## src/rtl/sram_async_ctrl.sv

```systemverilog
module sram_async_ctrl #(
  parameter int ADDR_W        = 19,
  parameter int DATA_W        = 8,
  parameter int CLK_PERIOD_NS = 8,
  parameter int T_RC_NS       = 20,
  parameter int T_AA_NS       = 20,
  parameter int T_OE_NS       = 10,
  parameter int T_WC_NS       = 20,
  parameter int T_WP_NS       = 14,
  parameter int T_DW_NS       = 9,
  parameter int T_WHZ_NS      = 5,
  parameter int T_OHZ_NS      = 5
) (
  input  logic              clk,
  input  logic              rst_n,
  input  logic              req_valid,
  input  logic              req_write,
  input  logic [ADDR_W-1:0] req_addr,
  input  logic [DATA_W-1:0] req_wdata,
  output logic              req_busy,
  output logic              rsp_done,
  output logic [DATA_W-1:0] rsp_rdata,
  output logic [ADDR_W-1:0] sram_addr,
  output logic              sram_cs_n,
  output logic              sram_we_n,
  output logic              sram_oe_n,
  output logic [DATA_W-1:0] sram_dq_o,
  output logic              sram_dq_oe,
  input  logic [DATA_W-1:0] sram_dq_i
);

  function automatic int to_cyc(input int ns);
    int c;
    c = (ns + CLK_PERIOD_NS - 1) / CLK_PERIOD_NS;
    return (c < 1) ? 1 : c;
  endfunction

  function automatic int max2(input int a, input int b);
    return (a > b) ? a : b;
  endfunction

  localparam int N_RC    = to_cyc(T_RC_NS);
  localparam int N_AA    = to_cyc(T_AA_NS);
  localparam int N_OE    = to_cyc(T_OE_NS);
  localparam int N_WC    = to_cyc(T_WC_NS);
  localparam int N_WP    = to_cyc(T_WP_NS);
  localparam int N_DW    = to_cyc(T_DW_NS);
  localparam int N_WHZ   = to_cyc(T_WHZ_NS);
  localparam int N_OHZ   = to_cyc(T_OHZ_NS);
  localparam int RD_N    = max2(N_AA, N_OE);
  localparam int RD_HOLD = max2(1, N_RC - RD_N);
  localparam int WE_N    = max2(max2(N_WP, N_WHZ + N_DW), N_WC - 2);
  localparam int WAR_GAP = max2(0, N_OHZ - N_WHZ - 1);
  localparam int CNT_MAX = max2(max2(WE_N, RD_N), max2(RD_HOLD, WAR_GAP + 1));
  localparam int CNT_W   = $clog2(CNT_MAX + 1);

  typedef enum logic [2:0] {
    IDLE, RD_SETUP, RD_WAIT, RD_CAPTURE, WR_SETUP, WR_PULSE, WR_END, TURNAROUND
  } state_t;

  state_t            state;
  logic [CNT_W-1:0]  cnt;
  logic [CNT_W-1:0]  ta_end;
  logic              wr_q;
  logic              last_wr;
  logic [ADDR_W-1:0] addr_q;
  logic [DATA_W-1:0] wdata_q;

  always_ff @(posedge clk or negedge rst_n) begin
    if (!rst_n) begin
      state     <= IDLE;
      cnt       <= '0;
      ta_end    <= '0;
      wr_q      <= 1'b0;
      last_wr   <= 1'b0;
      addr_q    <= '0;
      wdata_q   <= '0;
      rsp_rdata <= '0;
      rsp_done  <= 1'b0;
    end else begin
      rsp_done <= 1'b0;
      case (state)
        IDLE: if (req_valid) begin
          addr_q  <= req_addr;
          wdata_q <= req_wdata;
          wr_q    <= req_write;
          cnt     <= '0;
          if (req_write) begin
            if (!last_wr && WAR_GAP > 0) begin
              ta_end <= CNT_W'(WAR_GAP > 0 ? WAR_GAP - 1 : 0);
              state  <= TURNAROUND;
            end else begin
              state <= WR_SETUP;
            end
          end else if (last_wr) begin
            ta_end <= '0;
            state  <= TURNAROUND;
          end else begin
            state <= RD_SETUP;
          end
        end
        TURNAROUND: if (cnt == ta_end) begin
          cnt   <= '0;
          state <= wr_q ? WR_SETUP : RD_SETUP;
        end else begin
          cnt <= cnt + 1'b1;
        end
        RD_SETUP, RD_WAIT: if (cnt == CNT_W'(RD_N - 1)) begin
          rsp_rdata <= sram_dq_i;
          cnt       <= '0;
          state     <= RD_CAPTURE;
        end else begin
          cnt   <= cnt + 1'b1;
          state <= RD_WAIT;
        end
        RD_CAPTURE: if (cnt == CNT_W'(RD_HOLD - 1)) begin
          state    <= IDLE;
          rsp_done <= 1'b1;
          last_wr  <= 1'b0;
        end else begin
          cnt <= cnt + 1'b1;
        end
        WR_SETUP: begin
          cnt   <= '0;
          state <= WR_PULSE;
        end
        WR_PULSE: if (cnt == CNT_W'(WE_N - 1)) begin
          state <= WR_END;
        end else begin
          cnt <= cnt + 1'b1;
        end
        WR_END: begin
          state    <= IDLE;
          rsp_done <= 1'b1;
          last_wr  <= 1'b1;
        end
        default: state <= IDLE;
      endcase
    end
  end

  logic in_read;
  logic in_write;
  assign in_read    = (state == RD_SETUP) || (state == RD_WAIT) || (state == RD_CAPTURE);
  assign in_write   = (state == WR_SETUP) || (state == WR_PULSE) || (state == WR_END);
  assign sram_cs_n  = !(in_read || in_write);
  assign sram_oe_n  = !in_read;
  assign sram_we_n  = (state != WR_PULSE);
  assign sram_dq_oe = ((state == WR_PULSE) && (cnt >= CNT_W'(N_WHZ))) || (state == WR_END);
  assign sram_addr  = addr_q;
  assign sram_dq_o  = wdata_q;
  assign req_busy   = (state != IDLE);

  AST_WE_NEEDS_CS: assert property (@(posedge clk) disable iff (!rst_n)
    !sram_we_n |-> !sram_cs_n);
  AST_OE_OFF_IN_WRITE: assert property (@(posedge clk) disable iff (!rst_n)
    !sram_we_n |-> sram_oe_n);
  AST_DRV_BUS_FREE: assert property (@(posedge clk) disable iff (!rst_n)
    sram_dq_oe |-> (!sram_cs_n && sram_oe_n));
  AST_DRV_AFTER_WE_FALL: assert property (@(posedge clk) disable iff (!rst_n)
    $rose(sram_dq_oe) |-> (!sram_we_n && $past(!sram_we_n)));
  AST_DRV_HOLD: assert property (@(posedge clk) disable iff (!rst_n)
    $rose(sram_we_n) |-> sram_dq_oe);
  AST_OE_AFTER_DRV_OFF: assert property (@(posedge clk) disable iff (!rst_n)
    $fell(sram_oe_n) |-> !$past(sram_dq_oe));
  AST_DONE_ONE_CLK: assert property (@(posedge clk) disable iff (!rst_n)
    rsp_done |=> !rsp_done);
  AST_ADDR_STABLE: assert property (@(posedge clk) disable iff (!rst_n)
    (req_busy && $past(req_busy)) |-> $stable(sram_addr));

endmodule

```

## config.mk

```make
export PLATFORM = sky130hd
export DESIGN_NAME = sram_async_ctrl
export DESIGN_NICKNAME = d
export VERILOG_FILES = /design/src/rtl/sram_async_ctrl.sv
export SDC_FILE = /design/constraint.sdc
export NUM_CORES = 1
export LEC_CHECK = 0
export BUFFER_PORTS_ARGS = -buffer_cell sky130_fd_sc_hd__clkbuf_2
export CAP_MARGIN = 40
export CORE_MARGIN = 10
export CORE_UTILIZATION = 48
export DETAILED_ROUTE_END_ITERATION = 10
export PLACE_DENSITY = 0.83
export SLEW_MARGIN = 20
export SYNTH_ARGS = -nofsm -noshare
export SYNTH_HDL_FRONTEND = slang
export SYNTH_SLANG_ARGS = --single-unit
```

## constraint.sdc

```tcl
create_clock -name clk -period 2 [get_ports clk]
set_input_delay 0.2 -clock clk [delete_from_list [all_inputs] [get_ports clk]]
set_output_delay 0.2 -clock clk [all_outputs]
set_load 0.03 [all_outputs]
```

==> metrics, run 1 <==
number of remaining DRC errors=0; slew margin rel.=0.648; ratio of final minimum period to clock period=0.878; DR pass1 iterations=4; Clk pwr share=0.109; VDD IR max=0.956 mV; CTS max path bufs=2; Switch Pwr=2.23 mW; Die Y=85.2 um; reg2reg path depth=4; Switching Fraction=0.450; DP Wirelength=3700 um; Min-Delay Path Depth=2; fill count=307; pwr dens=1910 nW/um^2; Cell Chain, Critical Path=or3_1 > nor2_8 > buf_12 > mux2_2; layout cell share with drive strength beyond 1=0.557; setup TNS=0 ns; nets@finish=279; worst r2r dst=sram_addr[11]; syn_nets=194; WS Path Type=reg2reg; cells after synthesis=151; syn_area_per_cell=13.5 sq um; Critical Path RT=2.17 ns; full die area=7250 sq um; CP Launch Type=flop; grt peak-use layer=met2; Hold Path Origin=req_addr[9]; post-synth top area cell=dfrtp_1; slowest library cell on the worst path=or3_1; Arr. time, crit path=1.93 ns; part of the power in registers=0.313; clock-pin slew on the worst setup and hold paths=0.09 ns; Seq cells post-synth=43; cell area after synthesis=2040 sq um; GRT Resource Usage Total=0.130; share of the synthesized area in the top cell type=0.528; count of buffers inserted at the top-level ports=79; Slew @ Worst Pin=0.527 ns; fin area=2590 sq um; CP delay by family, top=simple AND/OR/NAND/NOR gates; final worst slack=0.244 ns; Root Driver=clkbuf_8; drt first-iter violations=105; worst skew pair latency=0.29 ns; TritonCTS Buffers=5; gr ovfl total=0; TritonCTS Sinks=43; internal power=2.73 mW; MaxCap Viol Count=0; dpl ws=0.258 ns; total routed wirelength=4730 um; largest net degree at the start of global routing=22; status=finished clean; CTS tree=done; Setup Skew=0.00698 ns; worst-path maximum fanout=11; reg2reg setup slack=0.24 ns; Logic pwr share=0.579; via/cell ratio=5.07; WL/cell=16.5 um; Final setup viols=0; worst hold endpoint=sram_addr[9]; met1 GRT Util=0.146; cell count along the critical path=4; RSZ-0062 raised after global routing=no; Synth area leaders=dfrtp_1 53%, mux2_4 15%, mux2_2 8.8%; die width=85.2 um; vias in the first global route=1514; Yosys Warn Count=0; Placed Area=2500 sq um; register area share after synthesis=0.528; crit-path max cell delay=0.49 ns; CORE AREA=4060 sq um; CP Capture Type=flop; met3 usage=0.0277; Hold Fails Final Rpt=0; Peak Freq=0.569 GHz; initial core utilization=0.502; first-pass GRT wire length=7690 um; initial antenna violation count=0; area grow syn2layout=27.3%; H-tree depth=2; Crit Reg-Reg Startpoint=state[2]; synth unique cells=31; Slew Limit Fails=0; CP bufs+invs=1; num ports=80; Static Leak=1.33 nW; Detail Route Antenna Nets=0; Final Critical Period=1.76 ns; via count=1454; Hold WC Path Type=in2reg; final RePlAce weighted congestion=0.788; met2 Use GR=0.232; Antenna Cells=0; num rows=23
[how the worst max path moves through the flow]
| stage | from | endpoint | slack [ns] |
|---|---|---|---|
| floorplan | state[2] | sram_addr[0] | 0.19 |
| global placement | cnt[0] | rsp_rdata[5] | 0.29 |
| detailed placement | state[2] | sram_addr[10] | 0.26 |
| CTS | cnt[0] | sram_dq_oe | 0.23 |
| global route | cnt[0] | sram_dq_oe | 0.13 |
| finish | state[2] | sram_addr[11] | 0.24 |
[layout make-up]
class                   count  area (sq um)  area share
inverters                   4          15.0     0.00579
well taps                  50          62.6      0.0241
clock buffers               6          72.6      0.0280
repair buffers             88           490       0.189
flip-flops and latches     43          1080       0.415
multi-input cells          94           866       0.334
clock inverters             2          12.5     0.00482
[cell families (layout without fill, tap and decap cells)]
| kind of cell | after synthesis | after routing | synth area share |
|---|---|---|---|
| flops | 43 | 43 | 0.528 |
| mux | 39 | 39 | 0.250 |
| simple gates | 31 | 31 | 0.0859 |
| compound gates | 19 | 19 | 0.0595 |
| buf+inv | 14 | 100 | 0.0473 |
| fa+ha+maj | 4 | 4 | 0.0246 |
| xor+xnor | 1 | 1 | 0.00430 |
[flip-flops by register name, indices dropped and copies added (netlist names)]
register and cells:
state 3, sram_dq_o 8, sram_addr 19, rsp_done 1, cnt 2, rsp_rdata 8, wr_q 1, last_wr 1
[per-stage QoR]
step | utilization | hold WS, ns | cells | power (mW)
2_1_floorplan | - | -0.0956 | 151 | 3.70
3_3_place_gp | 0.616 | 0.196 | 278 | 4.39
3_5_place_dp | 0.616 | 0.200 | 278 | 4.46
4_1_cts | 0.640 | 0.128 | 287 | 5.02
5_1_grt | 0.640 | 0.124 | 287 | 5.27
6_report | 0.640 | 0.136 | 287 | 4.96
[power groups by stage]
stage                     clock, mW  sequential (mW)  combinational (mW)
after floorplan                   0             2.28                1.42
after global placement            0             1.54                2.84
after detailed placement          0             1.56                2.90
after CTS                     0.559             1.56                2.90
after global routing          0.597             1.62                3.06
final                         0.539             1.55                2.87
[layout by cell type (no fill, tap or decap), types with 3 or more instances in the layout]
cell / n
mux2_4: 20
nand2_1: 7
o21ai_0: 6
nand3b_1: 3
nor2b_1: 4
buf_4: 6
mux2i_1: 3
nor2_1: 7
clkbuf_2: 79
dfrtp_1: 43
inv_1: 4
ha_1: 4
clkbuf_8: 5
mux2_2: 16
a21oi_1: 5
[synthesized netlist by cell type, drive strengths merged]
master / number
nand2: 7
nand3: 2
o21a: 2
or3: 1
nor3: 1
nor3b: 2
inv: 4
and2: 2
dfrtp: 43
a211o: 1
o31ai: 1
mux2: 36
o32a: 1
o21ai: 6
a31oi: 1
nand3b: 3
o2bb2ai: 1
buf: 6
o211a: 1
mux2i: 3
nor2: 8
or2: 1
a21oi: 5
nor2b: 4
xnor2: 1
ha: 4
clkbuf: 4
[repair_timing]
action	4_1_cts	5_1_grt
hold buffers	1	0
endpoints found under the hold margin	19	0
resized for setup	0	0
endpoints found under the setup margin	0	0
buffers inserted	0	0
[metal layers]
| layer | vias to the layer above | share of wire | wire length (um) |
|---|---|---|---|
| met5 | - | 0 | 0 |
| met4 | 0 | 0.012 | 58 |
| met3 | 5 | 0.038 | 180 |
| met2 | 42 | 0.54 | 2580 |
| met1 | 714 | 0.40 | 1920 |
| li1 | 693 | - | - |
[worst reg2reg max path: stages, from the launching register on]
cell	delay (ns)
dfrtp_1	0.39
or3_1	0.49
nor2_8	0.24
buf_12	0.18
mux2_2	0.34
Power figures use the tool's default switching activity.
==> inputs of run 2 (changes only) <==
--- a/config.mk
+++ b/config.mk
@@ -8,9 +8,9 @@
 export BUFFER_PORTS_ARGS = -buffer_cell sky130_fd_sc_hd__clkbuf_2
 export CAP_MARGIN = 40
 export CORE_MARGIN = 10
-export CORE_UTILIZATION = 48
+export CORE_UTILIZATION = 40
 export DETAILED_ROUTE_END_ITERATION = 10
-export PLACE_DENSITY = 0.83
+export PLACE_DENSITY = 0.72
 export SLEW_MARGIN = 20
 export SYNTH_ARGS = -nofsm -noshare
 export SYNTH_HDL_FRONTEND = slang
==> metrics, run 2 (same netlist as run 1, synthesis figures left out) <==
status=finished clean; Hold WC Path Type=in2reg; Final setup viols=0; WS Path Type=reg2out; Setup Skew=0.00537 ns; slew margin rel.=0.631; reg2reg path depth=4; H-tree depth=2; ratio of final minimum period to clock period=0.908; Critical Path RT=1.80 ns; Slew Limit Fails=0; setup TNS=0 ns; CP Capture Type=output pin; WL/cell=16.0 um; final RePlAce weighted congestion=0.770; final worst slack=0.185 ns; Arr. time, crit path=1.62 ns; area grow syn2layout=27.4%; worst hold endpoint=sram_dq_o[4]; Root Driver=clkbuf_8; Cell Chain, Critical Path=buf_4 > nor2_1 > or2_2 > clkbuf_2; GRT Resource Usage Total=0.114; fill count=448; cell count along the critical path=4; initial core utilization=0.423; crit-path max cell delay=0.47 ns; DR pass1 iterations=4; CTS max path bufs=2; largest net degree at the start of global routing=23; Die Y=91.4 um; Hold Fails Final Rpt=0; clock-pin slew on the worst setup and hold paths=0.08 ns; full die area=8350 sq um; pwr dens=1900 nW/um^2; CP delay by family, top=flip-flops; num rows=25; via count=1416; reg2reg setup slack=0.19 ns; worst r2r dst=sram_addr[5]; most frequent cells in the layout=79 x clkbuf_2, 43 x dfrtp_1, 20 x mux2_4, 16 x mux2_2; Detail Route Antenna Nets=0; gr ovfl total=0; count of buffers inserted at the top-level ports=79; VDD IR max=0.782 mV; worst-path maximum fanout=16; slowest library cell on the worst path=dfrtp_1; initial antenna violation count=0; Antenna Cells=0; CP Launch Type=flop; Placed Area=2500 sq um; CP bufs+invs=2; number of remaining DRC errors=0; flip-flop count of the largest register after layout=19; Final Critical Period=1.82 ns; worst skew pair latency=0.28 ns; Crit Reg-Reg Startpoint=state[1]; CORE AREA=4820 sq um; total routed wirelength=4840 um; TritonCTS Buffers=5; die width=91.4 um; Slew @ Worst Pin=0.554 ns; nets@finish=278; Static Leak=1.32 nW; RSZ-0062 raised after global routing=no; dpl ws=0.208 ns; TritonCTS Sinks=43; DP Wirelength=3840 um; num ports=80; commonest non-fill, non-tap cell in the layout=clkbuf_2; first-pass GRT wire length=7710 um; non-filler cells, final=303; fin area=2600 sq um; Min-Delay Path Depth=2; Layout Utilization=0.539; Peak Freq=0.551 GHz; MaxCap Viol Count=0; CTS tree=done; via/cell ratio=4.67; drt first-iter violations=94; layout cell share with drive strength beyond 1=0.555; Hold Path Origin=req_wdata[4]; placed cells=294; vias in the first global route=1488
[run 2: changes by cell type in the layout (fill, tap and decap cells not counted)]
cell	delta
buf_12	-1
[run 2: worst max-delay path by stage]
stage | slack (ns) | startpoint | to
finish | 0.18 | state[1] | sram_oe_n
global route | 0.09 | state[1] | sram_oe_n
CTS | 0.17 | state[1] | sram_oe_n
detailed placement | 0.21 | state[1] | sram_addr[5]
global placement | 0.26 | state[1] | sram_addr[7]
floorplan | 0.19 | state[2] | sram_addr[0]
[run 2: repair_timing]
action,in CTS,in global routing
hold buffers,1,0
resized for setup,0,0
hold endpoints to repair,20,0
setup buffers,0,0
[run 2: area by class of cell]
type | count | area, sq um | area share
Sequential cell | 43 | 1080 | 0.414
Tap cell | 67 | 83.8 | 0.0323
Clock buffer | 6 | 72.6 | 0.0280
Inverter | 4 | 15.0 | 0.00578
Timing Repair Buffer | 87 | 470 | 0.181
Multi-Input combinational cell | 94 | 866 | 0.333
Clock inverter | 2 | 12.5 | 0.00482
[run 2: metrics by stage]
step / power (mW) / hold WS [ns]
2_1_floorplan: 3.70 / -0.0956
3_3_place_gp: 4.39 / 0.218
3_5_place_dp: 4.45 / 0.218
4_1_cts: 5.01 / 0.130
5_1_grt: 5.25 / 0.122
6_report: 4.94 / 0.138
[run 2: worst reg2reg max path, cell delays in order, from the launching register on]
cell	delay (ns)
dfrtp_1	0.47
or3_1	0.47
nor2_8	0.15
buf_4	0.25
mux2_2	0.37
[run 2: power by group]
part,internal [mW],total (mW),switching [mW]
clock network,0.244,0.532,0.288
registers,1.31,1.57,0.262
logic,1.14,2.83,1.69
[run 2: metal layers]
metal	up-vias	share of wire	GRT usage
met5	-	0	0
met4	0	0.015	0.0470
met3	6	0.044	0.0272
met2	44	0.55	0.202
met1	679	0.39	0.127
li1	687	-	-
==> inputs of run 3 (changes only) <==
--- a/config.mk
+++ b/config.mk
@@ -10,6 +10,7 @@
 export CORE_MARGIN = 10
 export CORE_UTILIZATION = 40
 export DETAILED_ROUTE_END_ITERATION = 10
+export GPL_TIMING_DRIVEN = 0
 export PLACE_DENSITY = 0.72
 export SLEW_MARGIN = 20
 export SYNTH_ARGS = -nofsm -noshare
==> metrics, run 3 (same netlist as run 1, synthesis figures left out) <==
Switch Pwr=2.23 mW; count of buffers inserted at the top-level ports=79; Root Driver=clkbuf_8; wl on met1=1910 um; layout cell share with drive strength beyond 1=0.558; status=finished clean; DP Wirelength=3800 um; ratio of final minimum period to clock period=0.937; pwr dens=1880 nW/um^2; Static Leak=1.34 nW; Placed Area=2540 sq um; area grow syn2layout=29.7%; Hold Fails Final Rpt=0; reg2reg path depth=6; RSZ-0062 raised after global routing=no; H-tree depth=2; Die Y=91.4 um; total routed wirelength=4770 um; Detail Route Antenna Nets=0; Final setup viols=0; Arr. time, crit path=1.67 ns; worst r2r dst=sram_dq_o[2]; full die area=8350 sq um; reg2reg setup slack=0.13 ns; CP Capture Type=output pin; vias in the first global route=1617; Switching Fraction=0.449; via count=1436; worst skew pair latency=0.29 ns; initial antenna violation count=0; VDD IR max=0.637 mV; WS Path Type=reg2out; fin area=2640 sq um; CP Launch Type=flop; Crit Reg-Reg Startpoint=state[2]; CTS tree=done; TritonCTS Buffers=5; die width=91.4 um; setup TNS=0 ns; num rows=25; internal power=2.74 mW; drt first-iter violations=49; num ports=80; via/cell ratio=4.68; GRT Resource Usage Total=0.116; nets@finish=282; Logic pwr share=0.581; Hold WC Path Type=in2reg; Antenna Cells=0; first-pass GRT wire length=7910 um; worst hold endpoint=sram_addr[0]; flip-flop count of the largest register after layout=19; clock-pin slew on the worst setup and hold paths=0.08 ns; WL/cell=15.5 um; Min-Delay Path Depth=2; CTS max path bufs=2; gr ovfl total=0; CORE AREA=4820 sq um; Top Layer Used=met4; slew margin rel.=0.534; met2 routed WL=2580 um; Slew @ Worst Pin=0.698 ns; number of remaining DRC errors=0; initial core utilization=0.423; setup bufs post-CTS=0; TritonCTS Sinks=43; Min Hold Slack=0.136 ns; commonest non-fill, non-tap cell in the layout=clkbuf_2; Setup Skew=0.00632 ns; Peak Freq=0.534 GHz; Hold Path Origin=req_addr[0]; Clk pwr share=0.106; Final Critical Period=1.87 ns; Slew Limit Fails=0; largest net degree at the start of global routing=27; worst-path maximum fanout=10; metal3 WL=227 um; Critical Path RT=1.80 ns; most frequent cells in the layout=82 x clkbuf_2, 43 x dfrtp_1, 20 x mux2_4, 16 x mux2_2; final RePlAce weighted congestion=0.873; DR pass1 iterations=4; MaxCap Viol Count=0; part of the power in registers=0.313
run 3: cell types whose count changed in the layout (fill, tap and decap cells not counted):
cell	change
clkbuf_1	+1
buf_2	+3
buf_16	+1
buf_4	-6
buf_6	+1
clkbuf_2	+3
buf_12	+1
run 3: how the worst max path moves through the flow:
stage	from	endpoint	slack (ns)	depth (start not counted)
CTS	state[1]	sram_dq_oe	0.06	5
global placement	state[2]	sram_dq_o[6]	0.14	6
detailed placement	state[2]	sram_dq_o[2]	0.13	6
floorplan	state[2]	sram_addr[0]	0.19	6
finish	state[1]	sram_dq_oe	0.13	5
global route	state[1]	sram_dq_oe	0.05	5
run 3: power groups by stage:
| stage | sequential, mW | clock [mW] | combinational [mW] |
|---|---|---|---|
| 2_1_floorplan | 2.28 | 0 | 1.42 |
| 3_3_place_gp | 1.55 | 0 | 2.86 |
| 3_5_place_dp | 1.56 | 0 | 2.92 |
| 4_1_cts | 1.56 | 0.549 | 2.93 |
| 5_1_grt | 1.62 | 0.587 | 3.09 |
| 6_report | 1.55 | 0.525 | 2.89 |
run 3: metal layers:
layer  up-vias  GRT usage
li1        697          -
met1       700      0.124
met2        34      0.211
met3         5     0.0296
met4         0     0.0431
met5         -          0
run 3: critical path, cell delays in order (launching register included):
cell and delay [ns]:
dfrtp_1 0.44, clkbuf_2 0.20, clkbuf_2 0.21, nor3b_1 0.22, o21a_1 0.13, clkbuf_2 0.19
run 3: metrics by stage:
| step | instances | setup WS, ns | power, mW | util |
|---|---|---|---|---|
| finish | 307 | 0.126 | 4.96 | 0.549 |
| CTS | 307 | 0.0566 | 5.04 | 0.548 |
| detailed placement | 298 | 0.129 | 4.48 | 0.528 |
| global placement | 297 | 0.140 | 4.41 | 0.523 |
| global route | 307 | 0.0485 | 5.30 | 0.549 |
| floorplan | 151 | 0.185 | 3.70 | - |
run 3: what timing repair did:
| item | in CTS | in global routing |
|---|---|---|
| setup endpoints to repair | 2 | 2 |
| hold endpoints to repair | 25 | 0 |
| hold buffers | 1 | 0 |
| gates resized for setup | 1 | 4 |
run 3: layout make-up:
class	instances	area (sq um)
fillers	454	2170
flip-flops and latches	43	1080
multi-input cells	94	866
repair buffers	81	433
plain buffers	10	85.1
well taps	67	83.8
clock buffers	6	72.6
inverters	4	15.0
clock inverters	2	12.5
